### src/rtl/sm4s_pkg.sv
package sm4s_pkg;

    localparam int WORD_W = 32;
    localparam int BYTE_W = 8;
    localparam int LANES  = WORD_W / BYTE_W;
    localparam int LSEL_W = $clog2(LANES);

    // rotation amounts of the two linear layers
    localparam int unsigned CIPH_R0 = 2;
    localparam int unsigned CIPH_R1 = 10;
    localparam int unsigned CIPH_R2 = 18;
    localparam int unsigned CIPH_R3 = 24;
    localparam int unsigned KEY_R0  = 13;
    localparam int unsigned KEY_R1  = 23;

    typedef logic [WORD_W-1:0] word_t;
    typedef logic [BYTE_W-1:0] byte_t;

    typedef enum logic {
        DIFF_CIPHER = 1'b0,
        DIFF_KEY    = 1'b1
    } diff_mode_e;

    typedef enum logic {
        ST_EMPTY  = 1'b0,
        ST_LOADED = 1'b1
    } stage_state_e;

    function automatic word_t rotl(word_t w, int unsigned n);
        int unsigned k;
        k = n % WORD_W;
        if (k == 0) return w;
        return (w << k) | (w >> (WORD_W - k));
    endfunction

    function automatic word_t rotr(word_t w, int unsigned n);
        int unsigned k;
        k = n % WORD_W;
        if (k == 0) return w;
        return (w >> k) | (w << (WORD_W - k));
    endfunction

endpackage

### src/rtl/sm4s_sbox.sv
module sm4s_sbox
    import sm4s_pkg::*;
(
    input  byte_t din,
    output byte_t dout
);

    logic [127:0] row;
    logic [3:0]   col;

    // sixteen rows of sixteen bytes, column 0 in the top byte
    always_comb begin
        unique case (din[7:4])
            4'h0: row = 128'hD690E9FECCE13DB716B614C228FB2C05;
            4'h1: row = 128'h2B679A762ABE04C3AA44132649860699;
            4'h2: row = 128'h9C4250F491EF987A33540B43EDCFAC62;
            4'h3: row = 128'hE4B31CA9C908E89580DF94FA758F3FA6;
            4'h4: row = 128'h4707A7FCF37317BA83593C19E6854FA8;
            4'h5: row = 128'h686B81B27164DA8BF8EB0F4B70569D35;
            4'h6: row = 128'h1E240E5E6358D1A225227C3B01217887;
            4'h7: row = 128'hD40046579FD327524C3602E7A0C4C89E;
            4'h8: row = 128'hEABF8AD240C738B5A3F7F2CEF96115A1;
            4'h9: row = 128'hE0AE5DA49B341A55AD933230F58CB1E3;
            4'hA: row = 128'h1DF6E22E8266CA60C02923AB0D534E6F;
            4'hB: row = 128'hD5DB3745DEFD8E2F03FF6A726D6C5B51;
            4'hC: row = 128'h8D1BAF92BBDDBC7F11D95C411F105AD8;
            4'hD: row = 128'h0AC13188A5CD7BBD2D74D012B8E5B4B0;
            4'hE: row = 128'h8969974A0C96777E65B9F109C56EC684;
            4'hF: row = 128'h18F07DEC3ADC4D2079EE5F3ED7CB3948;
        endcase
    end

    assign col  = din[3:0];
    assign dout = row[{~col, 3'b000} +: 8];

endmodule

### src/rtl/sm4s_diffuse.sv
module sm4s_diffuse
    import sm4s_pkg::*;
(
    input  diff_mode_e mode,
    input  byte_t      sub_b,
    output word_t      spread_w
);

    word_t zext;

    always_comb begin
        zext = {{(WORD_W-BYTE_W){1'b0}}, sub_b};
        unique case (mode)
            DIFF_CIPHER: spread_w = zext ^ rotl(zext, CIPH_R0) ^ rotl(zext, CIPH_R1)
                                         ^ rotl(zext, CIPH_R2) ^ rotl(zext, CIPH_R3);
            DIFF_KEY:    spread_w = zext ^ rotl(zext, KEY_R0) ^ rotl(zext, KEY_R1);
        endcase
    end

endmodule

### src/rtl/sm4s_lane.sv
module sm4s_lane
    import sm4s_pkg::*;
(
    input  word_t             src_w,
    input  logic [LSEL_W-1:0] sel,
    input  word_t             diff_w,
    output byte_t             lane_byte,
    output word_t             placed_w
);

    byte_t lanes [LANES];
    word_t rots  [LANES];

    for (genvar g = 0; g < LANES; g++) begin : g_lane
        assign lanes[g] = src_w[g*BYTE_W +: BYTE_W];
        assign rots[g]  = rotl(diff_w, g*BYTE_W);
    end

    assign lane_byte = lanes[sel];
    assign placed_w  = rots[sel];

endmodule

### src/rtl/sm4_slice_step.sv
module sm4_slice_step
    import sm4s_pkg::*;
#(
    parameter int XLEN  = 64,
    parameter int SEL_W = 4
)
(
    input  logic              clk,
    input  logic              rst_n,
    input  logic              in_valid,
    input  logic [WORD_W-1:0] acc_in,
    input  logic [WORD_W-1:0] src_in,
    input  logic [SEL_W-1:0]  sel_in,
    input  logic              mode_in,
    output logic              out_valid,
    output logic [XLEN-1:0]   result_out
);

    logic [LSEL_W-1:0] lane_sel;
    byte_t             lane_byte;
    byte_t             sub_byte;
    word_t             spread_w;
    word_t             placed_w;
    word_t             sum_w;
    logic [XLEN-1:0]   ext_w;
    logic [XLEN-1:0]   res_q;
    stage_state_e      state_q;
    stage_state_e      state_d;

    assign lane_sel = sel_in[LSEL_W-1:0];

    if (SEL_W > LSEL_W) begin : g_sel_hi
        logic [SEL_W-LSEL_W-1:0] sel_unused;
        assign sel_unused = sel_in[SEL_W-1:LSEL_W];
    end

    sm4s_lane u_lane (
        .src_w     (src_in),
        .sel       (lane_sel),
        .diff_w    (spread_w),
        .lane_byte (lane_byte),
        .placed_w  (placed_w)
    );

    sm4s_sbox u_sbox (
        .din  (lane_byte),
        .dout (sub_byte)
    );

    sm4s_diffuse u_diff (
        .mode     (diff_mode_e'(mode_in)),
        .sub_b    (sub_byte),
        .spread_w (spread_w)
    );

    assign sum_w = acc_in ^ placed_w;

    if (XLEN > WORD_W) begin : g_sext
        assign ext_w = {{(XLEN-WORD_W){sum_w[WORD_W-1]}}, sum_w};
    end else begin : g_plain
        assign ext_w = sum_w;
    end

    // state register
    always_ff @(posedge clk) begin
        if (!rst_n) state_q <= ST_EMPTY;
        else        state_q <= state_d;
    end

    // next state
    always_comb begin
        unique case (state_q)
            ST_EMPTY:  state_d = in_valid ? ST_LOADED : ST_EMPTY;
            ST_LOADED: state_d = in_valid ? ST_LOADED : ST_EMPTY;
        endcase
    end

    // result register, loaded only by an accepted operation
    always_ff @(posedge clk) begin
        if (!rst_n)        res_q <= '0;
        else if (in_valid) res_q <= ext_w;
    end

    // outputs
    always_comb begin
        out_valid  = (state_q == ST_LOADED);
        result_out = res_q;
    end

endmodule

### config.mk
export PLATFORM = sky130hd
export DESIGN_NAME = sm4_slice_step
export DESIGN_NICKNAME = d
export VERILOG_FILES = /design/src/rtl/sm4s_pkg.sv /design/src/rtl/sm4s_sbox.sv /design/src/rtl/sm4s_diffuse.sv /design/src/rtl/sm4s_lane.sv /design/src/rtl/sm4_slice_step.sv
export SDC_FILE = /design/constraint.sdc
export NUM_CORES = 1
export LEC_CHECK = 0
export ABC_AREA = 1
export BUFFER_PORTS_ARGS = -buffer_cell sky130_fd_sc_hd__buf_2
export CORE_MARGIN = 8
export CORE_UTILIZATION = 30
export DETAILED_ROUTE_END_ITERATION = 6
export PLACE_DENSITY = 0.61
export SETUP_SLACK_MARGIN = 0.5
export SLEW_MARGIN = 30
export SYNTH_ARGS = -nofsm -noshare
export SYNTH_HDL_FRONTEND = slang
export SYNTH_SLANG_ARGS = --single-unit
### constraint.sdc
create_clock -name clk -period 4.25 [get_ports clk]
set_input_delay 0.85 -clock clk [delete_from_list [all_inputs] [get_ports clk]]
set_output_delay 0.85 -clock clk [all_outputs]
set_load 0.01 [all_outputs]
==> impl_metrics.py, run 1 <==
metrics = {
    "run_status": {
        "status": "complete, no violations",
    },
    "critical_path": {
        "worstPathMaxFanout": 11,
        "r2r_cells": 4,
        "worstSetupPathType": "in -> reg",
        "crit_required_ns": 4.44,
        "r2r-end": "result_out[31]",
        "end_kind": "flop",
        "critPathLaunchType": "input pin",
        "arrival_ns": 3.71,
        "r2r_start": "result_out[31]",
        "r2r_setup_slack_ns": 3.14,
    },
    "sta": {
        "setup_viol": 0,
        "rsz0062_at_grt": "false",
        "fin_crit_sh_pct": 83.0,
        "hold_violations": 0,
        "tightestPinTransition_ns": 0.834,
        "fmax_ghz": 0.283,
        "slew_headroom_pct": 44.4,
        "timing.setup.tns_ns": 0,
        "skew_ns": 0,
        "min_period_ns": 3.53,
        "timing.hold.ws_ns": 0.509,
        "drv_slew": 0,
    },
    "hold_path": {
        "holdPathEnd": "result_out[19]",
        "whs_path_depth": 2,
        "hold_path.class": "reg -> reg",
        "worstHoldStart": "result_out[19]",
    },
    "drt": {
        "drt-vias-per-instance": 5.35,
        "dr.pass1.iters": 5,
        "post-route-drc-count": 0,
        "routed-via-count": 9422,
        "ant_nets": 0,
        "drt_iter0_markers": 1238,
        "drt_wl_total_mm": 33.3,
        "wl_per_cell_um": 18.9,
    },
    "clock_tree": {
        "cts_tree": "built",
        "insertion_delay_ns": 0.29,
        "numCtsBuffers": 5,
        "cts_max_level": 2,
        "clockBufferDepth": 2,
        "cts_num_sinks": 33,
        "cts_root_buf": "clkbuf_16",
        "path_clk_slew_ns": 0.05,
    },
    "floorplanning": {
        "num_rows": 56,
        "io_pins": 137,
        "initial_core_util_pct": 30.2,
        "fp.dieW_um": 169,
        "die-area_um2": 28500,
        "die_h_um": 169,
        "core_um2": 23200,
    },
    "final_layout": {
        "drive_above_1_share_pct": 22.9,
        "nFillCells": 2642,
        "postLayoutCellArea_um2": 8320,
        "final_common_cell": "nand2_1",
        "layout_common_cells": "nand2_1, nand3_1, buf_2",
        "syn2layout_area_growth_pct": 18.9,
        "diodes": 0,
        "finalNonFillerCells": 1761,
        "fin_nets": 1533,
    },
    "logic_synthesis": {
        "yosys_warnings": 0,
        "synthesis.area_um2": 7000,
        "synth_seq_cells": 33,
        "synth_nets": 1434,
        "netlist_instances": 1342,
        "syn_area_per_cell_um2": 5.21,
        "ys_seq_area_share_pct": 9.44,
        "yosys.cell_types.count": 30,
    },
    "power": {
        "leakage_nw": 4.67,
        "ir_drop_v": 0.000125,
        "power.density_cell_area_nw_per_um2": 288,
        "total_power_mw": 2.40,
    },
    "grt": {
        "grt_antenna_before_repair": 0,
        "grt_pass1_wl_mm": 50.8,
        "grtUsageTotal_pct": 22.7,
        "grt_overflow": 0,
        "grt_pass1_vias": 8746,
        "grt_max_degree": 66,
    },
    "placement": {
        "post-place-cells": 1734,
        "placed_area_um2": 7690,
        "dpl.hpwl_mm": 25.2,
        "portBuffers": 134,
        "routabilityCongestion": 0.973,
    },
    "run": {
        "max-cap-violations": 0,
    },
}
cells in the mapped netlist, drive strengths merged:
library cell    n  area (um2)
dfxtp          33         661
a32oi           1        16.3
o21ai          35         186
nor3            1        5.00
o21a            1        7.51
o211ai         14         110
ha             20         250
nand3         398        2070
nand4           2        12.5
a21oi          33         169
buf           105         762
nor2          103         387
o21bai          1        7.51
inv           116         438
or2             4        25.0
nand2         465        1860
clkbuf         10        37.5
sequential cells by signal, summed over array words and instances (netlist names):
signal and count:
out_valid 1, result_out 32
kinds of logic (layout without fill, tap and decap cells):
| logic type | Yosys count | count (layout) | share of synthesized area, % |
|---|---|---|---|
| and+or+nand+nor | 973 | 974 | 62.2 |
| buffers and inverters | 231 | 330 | 17.7 |
| AOI/OAI and AO/OA | 85 | 85 | 7.10 |
| DFF | 33 | 33 | 9.44 |
| adders and majority gates | 20 | 20 | 3.58 |
how the worst max path moves through the flow:
stage | from | to | slack, ns | depth (start not counted)
6_report | sel_in[1] | result_out[16] | 0.72 | 24
5_1_grt | sel_in[1] | result_out[16] | 0.49 | 25
4_1_cts | sel_in[0] | result_out[14] | 0.50 | 28
3_5_place_dp | sel_in[0] | result_out[14] | 0.15 | 28
3_3_place_gp | sel_in[0] | result_out[9] | 0.13 | 25
2_1_floorplan | sel_in[0] | result_out[17] | 0.84 | 27
per-stage QoR:
step	utilization (%)	worst slack, ns
global placement	33.1	0.134
detailed placement	33.2	0.149
CTS	33.8	0.504
floorplan	-	0.840
global route	35.9	0.489
finish	35.9	0.723
where the power goes:
part           switching, mW  total (mW)  internal [mW]
Clock                  0.144       0.360          0.215
Combinational           1.13        1.68          0.546
Sequential            0.0178       0.357          0.339
worst max-delay path, cell delays in order:
cell     delay (ns)
buf_2          0.18
inv_2          0.09
buf_4          0.17
nand3_2        0.19
nand2_8        0.12
buf_4          0.16
nand2_4        0.15
nand2_1        0.16
o21ai_0        0.19
nand2_1        0.07
nand2_1        0.16
nand2_1        0.07
nand2_1        0.10
nand3_1        0.09
nand2_2        0.13
inv_2          0.08
nand3_1        0.09
nand4_1        0.21
nand3_2        0.15
nand2_1        0.06
nand2_1        0.05
nand3_1        0.06
nand2_1        0.09
inv_1          0.03
layout make-up:
class                   instances  area [um2]  area share [%]
multi-input cells            1079        5410            65.0
repair buffers                206        1260            15.1
flip-flops and latches         33         661            7.94
inverters                     116         450            5.42
well taps                     319         399            4.80
clock buffers                   6         129            1.55
clock inverters                 2        10.0           0.120
timing repair:
item	in CTS	in global routing
setup endpoints to repair	17	32
pin swaps	0	9
gates resized for setup	4	79
cloned	0	1
hold buffers	0	0
buffers inserted	0	18
metal layers:
| layer | share of wire [%] | vias to the layer above | global-route usage, % |
|---|---|---|---|
| met2 | 44 | 541 | 34.9 |
| met4 | 3.7 | 0 | 10.5 |
| met3 | 10 | 70 | 3.82 |
| met5 | 0 | - | 0 |
| met1 | 42 | 4274 | 30.4 |
| li1 | - | 4537 | - |
Power figures use the tool's default switching activity.
==> run 2, diff against run 1 <==
--- a/config.mk
+++ b/config.mk
@@ -5,12 +5,12 @@
 export SDC_FILE = /design/constraint.sdc
 export NUM_CORES = 1
 export LEC_CHECK = 0
-export ABC_AREA = 1
+export ABC_AREA = 0
 export BUFFER_PORTS_ARGS = -buffer_cell sky130_fd_sc_hd__buf_2
 export CORE_MARGIN = 8
 export CORE_UTILIZATION = 30
 export DETAILED_ROUTE_END_ITERATION = 6
-export PLACE_DENSITY = 0.61
+export PLACE_DENSITY = 0.62
 export SETUP_SLACK_MARGIN = 0.5
 export SLEW_MARGIN = 30
 export SYNTH_ARGS = -nofsm -noshare
==> constraint.sdc (replaced) <==
create_clock -name clk -period 3.2 [get_ports clk]
set_input_delay 0.64 -clock clk [delete_from_list [all_inputs] [get_ports clk]]
set_output_delay 0.64 -clock clk [all_outputs]
set_load 0.01 [all_outputs]
==> run 2 against run 1 <==
  * The run now ends with setup timing left
  * Combinational power increased to 2.8 times the previous value
  * Critical path depth decreased by 6
  * Cell area increased by 63%
  * Clock power increased by 65%
  * Area after synthesis increased by 8.2%
  * Power increased by 140%
  * Largest cell class unchanged
  * Clock skew unchanged
  * Register-to-register slack got worse by 1.1 ns
  * Routed wire length increased by 49%
==> impl_metrics.py, run 2 <==
metrics = {
    "critical_path": {
        "worstSetupPathType": "in -> reg",
        "critical_path.most_common_cell": "buf_12",
        "worstPathMaxFanout": 8,
        "crit_required_ns": 3.35,
        "arrival_ns": 4.26,
        "r2r_start": "result_out[31]",
        "worstPathCellList": "buf_12, buf_8, mux4_4, buf_6, buf_12, buf_12, a21o_1, o2111ai_2, o211ai_1, buf_4, nor4_4, buf_4, nor2_4, buf_12, a221o_1, buf_4, a22oi_1, o311ai_0",
        "worstSetupStartpoint": "sel_in[0]",
        "critical-path-max-stage-delay_ns": 0.73,
        "slowest_stage": "mux4_4",
        "critPathLaunchType": "input pin",
        "r2r_cells": 2,
        "end_kind": "flop",
    },
    "sta": {
        "drv_slew": 0,
        "skew_ns": 0,
        "fin_crit_sh_pct": 129,
        "fmax_ghz": 0.243,
        "min_period_ns": 4.11,
        "rsz0062_at_grt": "true",
        "timing.setup.tns_ns": -25.33,
        "fin_ws_ns": -0.913,
        "setup_viol": 32,
        "hold_violations": 0,
        "timing.hold.ws_ns": 0.453,
        "tightestPinTransition_ns": 0.916,
        "slew_headroom_pct": 38.7,
    },
    "grt": {
        "grt_max_degree": 52,
        "grtUsageTotal_pct": 30.8,
        "grt_pass1_wl_mm": 73.3,
        "grt_antenna_before_repair": 2,
        "grt_pass1_vias": 11600,
        "grt_overflow": 0,
    },
    "final_layout": {
        "finalNonFillerCells": 1849,
        "drive_above_1_share_pct": 53.4,
        "final_common_cell": "buf_4",
        "ff_latch_area_um2": 661,
        "fin_nets": 1609,
        "largest_reg_flops": 32,
        "layout_common_cells": "buf_4, buf_2, nand2_1",
        "multi_input_area_um2": 7310,
        "syn2layout_area_growth_pct": 79.4,
        "nFillCells": 2318,
    },
    "floorplanning": {
        "die-area_um2": 30600,
        "num_rows": 58,
        "initial_core_util_pct": 30.3,
        "die_h_um": 175,
        "io_pins": 137,
        "core_um2": 25000,
        "fp.dieW_um": 175,
    },
    "clock_tree": {
        "cts_num_sinks": 33,
        "numCtsBuffers": 5,
        "cts_tree": "built",
        "insertion_delay_ns": 0.29,
        "cts_max_level": 2,
        "ctsHoldBuffers": 0,
        "path_clk_slew_ns": 0.05,
        "clockBufferDepth": 2,
        "cts_root_buf": "clkbuf_16",
    },
    "placement": {
        "portBuffers": 134,
        "post-place-ws_ns": -1.46,
        "dpl.hpwl_mm": 35.8,
        "routabilityCongestion": 1.05,
        "post-place-cells": 1763,
    },
    "logic_synthesis": {
        "synth_seq_cells": 33,
        "yosysTopAreaCell": "dfxtp_1",
        "ys_top_cells_by_count": "nand2_1, nor2_1, clkbuf_1",
        "synth-edff-count": 0,
        "ys_seq_area_share_pct": 8.72,
        "yosys_warnings": 0,
        "synthesis.area_um2": 7570,
        "netlist_instances": 1073,
        "synthMostInstantiatedCell": "nand2_1",
        "syn_area_per_cell_um2": 7.06,
        "async_flop_share_pct": 0,
        "synthFlopType": "dfxtp_1",
        "synth_top_area_share_pct": 8.72,
        "yosys.cell_types.count": 90,
        "synth_nets": 1165,
        "yosys-top-cells-area": "dfxtp_1, mux2i_1, nand2_1",
    },
    "power": {
        "power.density_cell_area_nw_per_um2": 425,
        "leakage_nw": 5.83,
        "ir_drop_v": 0.000275,
    },
    "hold_path": {
        "worstHoldStart": "result_out[5]",
        "whs_path_depth": 2,
        "hold_path.class": "reg -> reg",
    },
    "drt": {
        "drt_iter0_markers": 1384,
        "dr.pass1.iters": 6,
        "routed-via-count": 11800,
        "ant_nets": 0,
        "drt_wl_total_mm": 49.5,
        "post-route-drc-count": 0,
        "drt-vias-per-instance": 6.37,
        "wl_per_cell_um": 26.8,
    },
    "run_status": {
        "status": "finished with violations",
        "violations": "setup timing",
    },
    "run": {
        "max-cap-violations": 0,
    },
}
==> run 2: cell types whose count changed after synthesis, moves of 37 or more <==
cell,change
nand2_1,-342
nand3_1,-340
inv_1,-87
clkbuf_1,+48
nor2_1,-40
nor3_1,+40
mux2i_1,+37
==> run 2: per-layer routing <==
| metal | routed length [um] | GRT usage [%] | vias up |
|---|---|---|---|
| met4 | 2930 | 16.8 | 2 |
| met3 | 5840 | 8.68 | 187 |
| met2 | 20400 | 44.0 | 867 |
| met1 | 20300 | 40.9 | 5640 |
| met5 | 10 | 0 | - |
| li1 | - | - | 5082 |
==> run 2: worst paths after layout <==
path	to	slack, ns
worst max register to register	result_out[31]	2.05
worst min register to register	result_out[5]	0.45
worst max-delay path	result_out[13]	-0.91
worst min-delay path	result_out[5]	0.45
==> run 2: final cells by class <==
cell class | instances | share of cell area (%)
Antenna cell | 1 | 0.0184
Clock buffer | 7 | 1.05
Clock inverter | 1 | 0.221
Inverter | 24 | 0.847
Multi-Input combinational cell | 873 | 53.8
Sequential cell | 33 | 4.86
Tap cell | 330 | 3.04
Timing Repair Buffer | 580 | 36.1
==> run 2: per-stage QoR <==
step / power (mW) / cell area [um2] / utilization [%]
floorplan: 2.27 / 7770 / -
global placement: 3.97 / 11100 / 44.3
detailed placement: 3.97 / 11100 / 44.3
CTS: 5.40 / 13200 / 52.8
global route: 5.96 / 13600 / 54.4
finish: 5.77 / 13600 / 54.4
==> run 2: cells by family (layout without fill, tap and decap cells) <==
kind of cell / count (synthesis) / count (layout) / share of synthesized area (%)
other cells: 0 / 1 / 0
mux: 54 / 55 / 8.51
flops: 33 / 33 / 8.72
fa+ha+maj: 20 / 20 / 3.30
xor+xnor: 16 / 16 / 1.85
simple gates: 388 / 388 / 26.7
compound gates: 394 / 394 / 39.3
buf+inv: 168 / 612 / 11.7
==> run 2: timing repair <==
item / CTS / global route
endpoints found under the setup margin: 32 / 32
cloned: 13 / 1
buffers inserted: 47 / 16
gates resized for setup: 280 / 53
pin swaps: 78 / 54
==> run 2: report_power, final <==
group	internal (mW)	switching [mW]	total, mW
combinational	2.23	2.43	4.66
sequential	0.473	0.0427	0.515
clock	0.390	0.204	0.593
total	3.10	2.68	5.77
==> run 2: critical path: cells and delay by family <==
kind	cells	cell delay [ns]
buffers and inverters	9	1.28
and+or+nand+nor	2	0.35
AOI/OAI and AO/OA	6	1.24
muxes	1	0.73
